## src/rtl/tsh_pkg.sv

```systemverilog
`timescale 1ns/1ps
package tsh_pkg;
    localparam int IR_W  = 5;
    localparam int N_AUX = 6;
    localparam int CORE0 = 1;
    localparam int CORE1 = 5;

    localparam logic [IR_W-1:0] OP_IDCODE   = 5'b00001;
    localparam logic [IR_W-1:0] OP_SAMPLE_P = 5'b00010;
    localparam logic [IR_W-1:0] OP_SAMPLE   = 5'b00011;
    localparam logic [IR_W-1:0] OP_EXTEST   = 5'b00100;
    localparam logic [IR_W-1:0] IR_CAPTURE  = 5'b00001;
    localparam logic [N_AUX-1:0] LOCK_MASK  = N_AUX'((1 << CORE0) | (1 << CORE1));

    typedef enum logic [3:0] {
        TAP_RESET, TAP_IDLE, TAP_SEL_DR, TAP_CAP_DR, TAP_SH_DR, TAP_EX1_DR,
        TAP_PAU_DR, TAP_EX2_DR, TAP_UPD_DR, TAP_SEL_IR, TAP_CAP_IR, TAP_SH_IR,
        TAP_EX1_IR, TAP_PAU_IR, TAP_EX2_IR, TAP_UPD_IR
    } tap_state_e;

    typedef enum logic [1:0] {DR_BYPASS, DR_IDCODE, DR_BSR} dr_sel_e;

    function automatic logic [N_AUX-1:0] grant_of(input logic [IR_W-1:0] op);
        case (op)
            5'b10000: grant_of = N_AUX'(1 << 0);
            5'b10001: grant_of = N_AUX'(1 << CORE0);
            5'b10110: grant_of = N_AUX'(1 << 2);
            5'b10111: grant_of = N_AUX'(1 << 3);
            5'b11000: grant_of = N_AUX'(1 << 4);
            5'b11001: grant_of = N_AUX'(1 << CORE1);
            5'b11010: grant_of = LOCK_MASK;
            default:  grant_of = '0;
        endcase
    endfunction
endpackage

```

## src/rtl/tsh_fsm.sv

```systemverilog
`timescale 1ns/1ps
module tsh_fsm
    import tsh_pkg::*;
(
    input  logic       tck,
    input  logic       en,
    input  logic       tms,
    output tap_state_e state
);
    tap_state_e nxt;

    always_ff @(posedge tck or negedge en) begin
        if (!en) state <= TAP_RESET;
        else     state <= nxt;
    end

    always_comb begin
        nxt = state;
        unique case (state)
            TAP_RESET:  nxt = tms ? TAP_RESET  : TAP_IDLE;
            TAP_IDLE:   nxt = tms ? TAP_SEL_DR : TAP_IDLE;
            TAP_SEL_DR: nxt = tms ? TAP_SEL_IR : TAP_CAP_DR;
            TAP_CAP_DR: nxt = tms ? TAP_EX1_DR : TAP_SH_DR;
            TAP_SH_DR:  nxt = tms ? TAP_EX1_DR : TAP_SH_DR;
            TAP_EX1_DR: nxt = tms ? TAP_UPD_DR : TAP_PAU_DR;
            TAP_PAU_DR: nxt = tms ? TAP_EX2_DR : TAP_PAU_DR;
            TAP_EX2_DR: nxt = tms ? TAP_UPD_DR : TAP_SH_DR;
            TAP_UPD_DR: nxt = tms ? TAP_SEL_DR : TAP_IDLE;
            TAP_SEL_IR: nxt = tms ? TAP_RESET  : TAP_CAP_IR;
            TAP_CAP_IR: nxt = tms ? TAP_EX1_IR : TAP_SH_IR;
            TAP_SH_IR:  nxt = tms ? TAP_EX1_IR : TAP_SH_IR;
            TAP_EX1_IR: nxt = tms ? TAP_UPD_IR : TAP_PAU_IR;
            TAP_PAU_IR: nxt = tms ? TAP_EX2_IR : TAP_PAU_IR;
            TAP_EX2_IR: nxt = tms ? TAP_UPD_IR : TAP_SH_IR;
            TAP_UPD_IR: nxt = tms ? TAP_SEL_DR : TAP_IDLE;
        endcase
    end

    // with TMS high the reset state is never left
    p_reset_sticky_r2: assert property (@(posedge tck) disable iff (!en)
        (state == TAP_RESET && tms) |=> state == TAP_RESET);
endmodule

```

## src/rtl/tsh_ir.sv

```systemverilog
`timescale 1ns/1ps
module tsh_ir
    import tsh_pkg::*;
(
    input  logic             tck,
    input  logic             en,
    input  logic             tdi,
    input  tap_state_e       state,
    output logic             ir_so,
    output dr_sel_e          dr_sel,
    output logic             extest,
    output logic [N_AUX-1:0] grant
);
    logic [IR_W-1:0] sh;
    logic [IR_W-1:0] active;

    always_ff @(posedge tck or negedge en) begin
        if (!en) begin
            sh     <= IR_CAPTURE;
            active <= OP_IDCODE;
            grant  <= '0;
        end else if (state == TAP_RESET) begin
            active <= OP_IDCODE;
            grant  <= '0;
        end else if (state == TAP_CAP_IR) begin
            sh <= IR_CAPTURE;
        end else if (state == TAP_SH_IR) begin
            sh <= {tdi, sh[IR_W-1:1]};
        end else if (state == TAP_UPD_IR && grant == '0) begin
            active <= sh;
            grant  <= grant_of(sh);
        end
    end

    assign ir_so  = sh[0];
    assign extest = (active == OP_EXTEST);

    always_comb begin
        case (active)
            OP_IDCODE:                           dr_sel = DR_IDCODE;
            OP_SAMPLE_P, OP_SAMPLE, OP_EXTEST:   dr_sel = DR_BSR;
            default:                             dr_sel = DR_BYPASS;
        endcase
    end

    // the active opcode moves only on leaving update or in reset
    p_ir_hold_r3: assert property (@(posedge tck) disable iff (!en)
        (state != TAP_UPD_IR && state != TAP_RESET) |=> $stable(active));
    // a grant appears only after the update state
    p_grant_at_update_r8: assert property (@(posedge tck) disable iff (!en)
        $rose(|grant) |-> $past(state) == TAP_UPD_IR);
    // two selects at once only as the core lockstep pair
    p_lockstep_pair_r9: assert property (@(posedge tck) disable iff (!en)
        ($countones(grant) > 1) |-> grant == LOCK_MASK);
    // reset releases ownership
    p_release_r10: assert property (@(posedge tck) disable iff (!en)
        (state == TAP_RESET) |=> grant == '0);
endmodule

```

## src/rtl/tsh_dr.sv

```systemverilog
`timescale 1ns/1ps
module tsh_dr
    import tsh_pkg::*;
#(
    parameter int               ID_W     = 32,
    parameter logic [ID_W-1:0]  ID_VALUE = 32'h0BE4_701D
) (
    input  logic       tck,
    input  logic       en,
    input  logic       tdi,
    input  tap_state_e state,
    input  dr_sel_e    dr_sel,
    output logic       dr_so
);
    logic [ID_W-1:0] id_sh;
    logic            byp;

    always_ff @(posedge tck or negedge en) begin
        if (!en) begin
            id_sh <= ID_VALUE;
            byp   <= 1'b0;
        end else if (state == TAP_CAP_DR) begin
            id_sh <= ID_VALUE;
            byp   <= 1'b0;
        end else if (state == TAP_SH_DR) begin
            if (dr_sel == DR_IDCODE) id_sh <= {tdi, id_sh[ID_W-1:1]};
            if (dr_sel == DR_BYPASS) byp   <= tdi;
        end
    end

    assign dr_so = (dr_sel == DR_IDCODE) ? id_sh[0] : byp;

    // after an identification capture the first bit out is 1
    p_id_lsb_r4: assert property (@(posedge tck) disable iff (!en)
        (state == TAP_CAP_DR && dr_sel == DR_IDCODE) |=> id_sh[0]);
    // bypass capture yields 0
    p_byp_cap_r5: assert property (@(posedge tck) disable iff (!en)
        (state == TAP_CAP_DR) |=> !byp);
endmodule

```

## src/rtl/tsh_tap_share.sv

```systemverilog
`timescale 1ns/1ps
module tsh_tap_share
    import tsh_pkg::*;
#(
    parameter logic [31:0] ID_VALUE = 32'h0BE4_701D
) (
    input  logic             tck,
    input  logic             en,
    input  logic             tms,
    input  logic             tdi,
    output logic             tdo,
    output logic             tdo_oe,
    output logic [N_AUX-1:0] aux_sel,
    output logic             aux_tms,
    output logic [N_AUX-1:0] aux_tdi,
    input  logic [N_AUX-1:0] aux_tdo,
    input  logic             bsr_so,
    output logic             bsr_capture,
    output logic             bsr_shift,
    output logic             bsr_update,
    output logic             bsr_extest,
    output logic             func_reset_req
);
    tap_state_e       state;
    dr_sel_e          dr_sel;
    logic             ir_so, dr_so, extest, owned, lockstep, bsr_on;
    logic             tdo_r, oe_r, aux_pick;
    logic [N_AUX-1:0] grant;

    tsh_fsm i_fsm (.tck(tck), .en(en), .tms(tms), .state(state));

    tsh_ir i_ir (.tck(tck), .en(en), .tdi(tdi), .state(state), .ir_so(ir_so),
                 .dr_sel(dr_sel), .extest(extest), .grant(grant));

    tsh_dr #(.ID_W(32), .ID_VALUE(ID_VALUE)) i_dr (
        .tck(tck), .en(en), .tdi(tdi), .state(state), .dr_sel(dr_sel), .dr_so(dr_so));

    always_ff @(negedge tck or negedge en) begin
        if (!en) begin
            tdo_r <= 1'b0;
            oe_r  <= 1'b0;
        end else begin
            oe_r <= (state == TAP_SH_IR) || (state == TAP_SH_DR);
            if (state == TAP_SH_IR)    tdo_r <= ir_so;
            else if (dr_sel == DR_BSR) tdo_r <= bsr_so;
            else                       tdo_r <= dr_so;
        end
    end

    assign owned    = |grant;
    assign lockstep = (grant == LOCK_MASK);
    assign aux_pick = lockstep ? aux_tdo[CORE1] : |(aux_tdo & grant);
    assign aux_sel  = grant;
    assign aux_tms  = owned ? tms : 1'b1;

    for (genvar g = 0; g < N_AUX; g++) begin : g_fwd
        assign aux_tdi[g] = grant[g] ? tdi : 1'b1;
    end

    assign tdo    = owned ? aux_pick : tdo_r;
    assign tdo_oe = owned | oe_r;

    assign bsr_on         = (dr_sel == DR_BSR) && !owned;
    assign bsr_capture    = bsr_on && (state == TAP_CAP_DR);
    assign bsr_shift      = bsr_on && (state == TAP_SH_DR);
    assign bsr_update     = bsr_on && (state == TAP_UPD_DR);
    assign bsr_extest     = extest && !owned;
    assign func_reset_req = extest && !owned;

    // at most one boundary-scan strobe per cycle
    p_strobe_excl_r6: assert property (@(posedge tck) disable iff (!en)
        $onehot0({bsr_capture, bsr_shift, bsr_update}));
    // reset request only comes from the external-test path
    p_rst_req_r7: assert property (@(posedge tck) disable iff (!en)
        func_reset_req |-> (bsr_extest && aux_sel == '0));
endmodule

```

## config.mk

```make
export PLATFORM = sky130hd
export DESIGN_NAME = tsh_tap_share
export DESIGN_NICKNAME = d
export VERILOG_FILES = /design/src/rtl/tsh_pkg.sv /design/src/rtl/tsh_fsm.sv /design/src/rtl/tsh_ir.sv /design/src/rtl/tsh_dr.sv /design/src/rtl/tsh_tap_share.sv
export SDC_FILE = /design/constraint.sdc
export NUM_CORES = 1
export LEC_CHECK = 0
export BUFFER_PORTS_ARGS = -buffer_cell sky130_fd_sc_hd__buf_4
export CAP_MARGIN = 40
export CORE_MARGIN = 3
export CORE_UTILIZATION = 50
export DETAILED_ROUTE_END_ITERATION = 8
export HOLD_SLACK_MARGIN = 0.06
export PLACE_DENSITY = 0.68
export SYNTH_ARGS = -nofsm -noshare
export SYNTH_HDL_FRONTEND = slang
export SYNTH_SLANG_ARGS = --single-unit
```

## constraint.sdc

```tcl
create_clock -name tck -period 3 [get_ports tck]
set_input_delay 0 -clock tck [delete_from_list [all_inputs] [get_ports tck]]
set_output_delay 0 -clock tck [all_outputs]
set_load 0.03 [all_outputs]
```

* After elaboration in Yosys (flattened, before gate mapping)
Index checks and enable logic that the tools add are counted.
** Storage, ports and cells
- Bits of input ports :: 11
- Logic and storage cells :: 111
- Register bits :: 55
- Output and inout port bits :: 20
** Cells by class
- Reductions and logical operators :: 26
- Bitwise operators :: 3
- Equality and inequality tests :: 31
- Mux-type cells :: 43
** Operator list (number)
- $mux 32 :: 3
- $pmux 4 s12 :: 1
- $pmux 6 s7 :: 1
- $eq 5x5->1 const B :: 7
- $eq 4x4->1 const B :: 8
- $mux 5 :: 6
- $mux 6 :: 4
- $mux 1 :: 18
- $eq 4x3->1 const B :: 4
- $mux 4 :: 4
- $reduce_or 6->1 :: 2
- $eq 5x2->1 const B :: 2
- $reduce_bool 2->1 :: 5
- $eq 4x2->1 const B :: 2
- $and 6x6->6 :: 1
- $eq 6x6->1 const B :: 1
- $logic_and 1x1->1 :: 6
- $logic_not 6->1 :: 1
- $mux 2 :: 3
- $mux 3 :: 2
- $reduce_and 2->1 :: 3
- $reduce_or 3->1 :: 2
- $eq 5x1->1 const B :: 1
- $eq 5x3->1 const B :: 1
- other kinds (14) :: 15

* Longest topological paths before layout
- Depth in word-level cells :: 7
- Gate-level depth with buffers :: 6
- Gate-level depth less buffers :: 3

* Hierarchy
Synthesis repeated with hierarchy kept, for this count alone.
** Unflattened totals
- Cells, all modules :: 304
- Area total of the unflattened synthesis :: 2830.2 µm²
** By module, submodules not included
- tsh_dr :: area an instance 1437.6 µm², times used 1, sequential area each 843.3 µm², cells an instance 153
- tsh_ir :: area an instance 794.5 µm², times used 1, sequential area each 402.9 µm², cells an instance 80
- tsh_fsm :: area an instance 314.1 µm², times used 1, sequential area each 100.1 µm², cells an instance 37
- tsh_tap_share :: area an instance 284.0 µm², times used 1, sequential area each 50.0 µm², cells an instance 34

==> results by group <==
Status
  • Result of the run: finished, final reports clean

GRT
  • Met3 Track Usage GR: 0.0358
  • Number of global-route vias before repair: 2,218
  • All-layer global routing usage: 0.208
  • Antenna violations before repair: 0
  • Met2 Resource Use GR: 0.312
  • Met1 usage in global routing: 0.305
  • Wire length of the first global-routing pass: 10,900 microns
  • Global-route layer with the greatest usage: met2
  • Pin count of the biggest net entering global routing: 42
  • Remaining global-route overflow: 0

Synth
  • Top area cells in the synthesized netlist: sky130_fd_sc_hd__dfrtp_1, sky130_fd_sc_hd__dfstp_2, sky130_fd_sc_hd__o31ai_1
  • Post-synthesis cell type count: 53
  • Cell type contributing the most total cell area after synthesis: sky130_fd_sc_hd__dfrtp_1
  • Warnings, synthesis: 0
  • Post-synth EDFFs: 0
  • Register bit total from synthesis: 55
  • Number of standard cells after synthesis: 316
  • Commonest register cell after synthesis: sky130_fd_sc_hd__dfrtp_1
  • Mean instance size in the synthesized netlist: 9.31 sq um
  • Synth Net Count: 327
  • Proportion of register bits with asynchronous set or reset after synthesis: 1.00
  • Sequential fraction of the synthesis area: 0.474
  • Netlist area before placement: 2940 sq um
  • Portion of synthesized cell area occupied by the leading cell type: 0.315

Floorplan
  • Y dimension of the die: 82.7 microns
  • Die footprint: 6840 sq um
  • Cell row count: 27
  • CORE AREA: 5610 sq um
  • IO Count: 31
  • Die Width: 82.7 microns
  • Initial core utilization: 0.525

Cells and area
  • Nets: 343
  • Fillers: 493
  • Utilization after layout: 0.592
  • Synth-to-layout area growth: 12.9%
  • Number of diodes: 0
  • Proportion of layout cells with a drive suffix above 1: 0.222

Pwr
  • Power per unit of standard cell area: 973 nW/um^2
  • Clk pwr share: 0.131
  • Register share of total power: 0.382
  • Pleak: 1.38 nW
  • Internal power summed over all cells: 1.81 mW
  • Worst VDD drop: 0.000432 V
  • Net load switching power: 1.43 mW
  • Combinational group share of total power: 0.487
  • Switching share of power: 0.441

Detailed routing
  • Detailed-route wire length: 6900 microns
  • Number of antenna-violating nets in the routed design: 0
  • Via density: 6.24
  • Vias after detailed routing: 2,527
  • Number of DRC violations after detailed-routing iteration 0: 241
  • First drt pass iteration count: 5
  • Average wire per cell in the routed design: 17.0 microns
  • DRC violations left: 0

Clock tree
  • Number of buffers inserted for hold repair after clock tree synthesis: 3
  • Clock tree from TritonCTS: done
  • Clock H-tree levels: 2
  • Clock sink total: 55
  • Clock Pin Slew Worst Setup and Hold Paths: 0.11 ns
  • Clock tree root driver cell: sky130_fd_sc_hd__clkbuf_8
  • Total setup buffers inserted after CTS: 0
  • TritonCTS buffer count: 5
  • Number of gates resized after cts: 0
  • Later-pin clock latency in the skew report: 0.32 ns
  • Maximum count of clock buffers along a single path: 2

Critical path
  • Crit end category: register
  • Kind of critical path: register to register
  • Buffer and inverter count on the worst path: 0
  • Critical register-to-register path startpoint: i_ir.active[3]$_DFFE_PN0P_
  • Setup slack on the worst flop-to-flop path: 0.09 ns
  • Depth of the worst register-to-register path: 3
  • Startpoint types: register
  • Data required time of the worst path: 1.66 ns
  • Stage delay of the slowest cell on the critical path: 0.40 ns
  • Worst EP arrival: 1.57 ns
  • Critical path launch point: i_ir.active[3]$_DFFE_PN0P_
  • Critical Path, Cell by Cell: or3_1 > o31a_1 > a31o_2
  • Endpoint of the worst-slack reg-to-reg timing path: tdo_r$_DFF_NN0_
  • Slowest stage cell, crit path: sky130_fd_sc_hd__or3_1
  • Top fanout value on the critical path: 2
  • Cell family contributing the most delay on the critical path: compound AO/OA/AOI/OAI gates

STA
  • Final Hold Vio Count: 0
  • Minimum hold slack: 0.0765 ns
  • RSZ-0062 raised after global routing: no
  • Setup slack of the critical path after layout: 0.0887 ns
  • Skew final: 0.0176 ns
  • Pin slew with the least headroom to its limit: 0.716 ns
  • Number of pins exceeding their max-slew limit in the final report: 0
  • Worst slew margin: 0.523
  • Number of setup violations in the final report: 0

Hold path
  • Path category of the worst min-delay check: input port to async pin

Place
  • Number of input and output port buffers inserted: 30
  • Worst-case setup slack after placement: 0.119 ns
  • Last weighted congestion value of the routability-driven placer: 0.801
  • Detailed placer's ending HPWL: 4220 microns

Job
  • Number of maximum-capacitance constraint violations: 0
flip-flops by register name (all words and copies together) (netlist names):
| register | cells |
|---|---|
| i_fsm.state | 4 |
| oe_r | 1 |
| i_dr.byp | 1 |
| i_dr.id_sh | 32 |
| i_ir.sh | 5 |
| i_ir.grant | 6 |
| tdo_r | 1 |
| i_ir.active | 5 |
area by class of cell:
class                      count  area (sq um)  share of cell area
inverter                      10          37.5              0.0113
timing repair buffer          47           360               0.108
tap                           72          90.1              0.0271
multi-input combinational    213          1350               0.406
clock buffer                   6          72.6              0.0218
sequential                    55          1400               0.420
clock inverter                 2          16.3             0.00490
worst register-to-register path, cell delays in order (launching register included):
cell	delay (ns)
sky130_fd_sc_hd__dfrtp_1	0.38
sky130_fd_sc_hd__or3_1	0.40
sky130_fd_sc_hd__o31a_1	0.29
sky130_fd_sc_hd__a31o_2	0.20
cells in the mapped netlist (4+ instances only):
master and instances:
sky130_fd_sc_hd__nor2_1 9, sky130_fd_sc_hd__dfstp_2 16, sky130_fd_sc_hd__nand2b_1 5, sky130_fd_sc_hd__o21ai_0 18
sky130_fd_sc_hd__buf_2 6, sky130_fd_sc_hd__o31ai_1 24, sky130_fd_sc_hd__nand2_1 24, sky130_fd_sc_hd__nor4_1 17
sky130_fd_sc_hd__clkbuf_1 27, sky130_fd_sc_hd__a21oi_1 22, sky130_fd_sc_hd__inv_1 10, sky130_fd_sc_hd__o21ai_1 4
sky130_fd_sc_hd__dfrtp_1 37, sky130_fd_sc_hd__mux2i_1 6, sky130_fd_sc_hd__nor2b_1 5, sky130_fd_sc_hd__a31oi_1 15
sky130_fd_sc_hd__nand4_1 20
kinds of logic (layout without fill, tap and decap cells):
| logic type | Yosys count | in the layout | synth area share |
|---|---|---|---|
| simple gates | 103 | 103 | 0.203 |
| flops | 55 | 55 | 0.474 |
| buf+inv | 48 | 65 | 0.0727 |
| xor+xnor | 1 | 1 | 0.00298 |
| mux | 6 | 6 | 0.0204 |
| compound gates | 103 | 103 | 0.227 |
metrics by stage:
| stage | cell area [sq um] | power [mW] | cells | setup TNS, ns |
|---|---|---|---|---|
| CTS | 3320 | 3.23 | 405 | 0 |
| global route | 3320 | 3.47 | 405 | 0 |
| detailed placement | 3200 | 2.81 | 394 | 0 |
| floorplan | 2940 | 2.40 | 316 | -0.0265 |
| finish | 3320 | 3.23 | 405 | 0 |
| global placement | 3200 | 2.77 | 394 | 0 |
power by group through the flow:
| stage | Sequential [mW] | Clock (mW) | Combinational, mW |
|---|---|---|---|
| after global placement | 1.24 | 0 | 1.53 |
| after CTS | 1.23 | 0.429 | 1.57 |
| after global routing | 1.27 | 0.460 | 1.74 |
| final | 1.24 | 0.424 | 1.57 |
| after floorplan | 1.22 | 0 | 1.18 |
| after detailed placement | 1.25 | 0 | 1.57 |
per-layer routing:
metal / up-vias / routed length, microns / part of all wire
li1: 1229 / - / -
met1: 1222 / 3350 / 0.48
met2: 72 / 3040 / 0.44
met3: 4 / 427 / 0.062
met4: 0 / 81 / 0.012
met5: - / 0 / 0
how the worst max path moves through the flow:
stage / endpoint / cells past startpoint
floorplan: tdo_r$_DFF_NN0_ / 4
global placement: tdo_r$_DFF_NN0_ / 3
detailed placement: tdo_r$_DFF_NN0_ / 3
CTS: tdo_r$_DFF_NN0_ / 3
global route: tdo_r$_DFF_NN0_ / 3
finish: tdo_r$_DFF_NN0_ / 3
cells in the final DEF, fill, tap and decap left out, types with 3 or more instances in the layout:
cell type and instances:
sky130_fd_sc_hd__dlygate4sd3_1 3, sky130_fd_sc_hd__nor2_1 9, sky130_fd_sc_hd__nand2b_1 5, sky130_fd_sc_hd__o21ai_1 4
sky130_fd_sc_hd__nand2_1 24, sky130_fd_sc_hd__o31ai_1 24, sky130_fd_sc_hd__nand4_1 20, sky130_fd_sc_hd__dfstp_2 16
sky130_fd_sc_hd__o21ai_0 18, sky130_fd_sc_hd__clkbuf_8 5, sky130_fd_sc_hd__a21oi_1 22, sky130_fd_sc_hd__nor2b_1 4
sky130_fd_sc_hd__mux2i_1 6, sky130_fd_sc_hd__dfrtp_1 37, sky130_fd_sc_hd__nor4_1 17, sky130_fd_sc_hd__inv_1 10
sky130_fd_sc_hd__a32o_1 3, sky130_fd_sc_hd__buf_4 44, sky130_fd_sc_hd__a31oi_1 15
No activity file was read; power rests on OpenSTA's default activity.
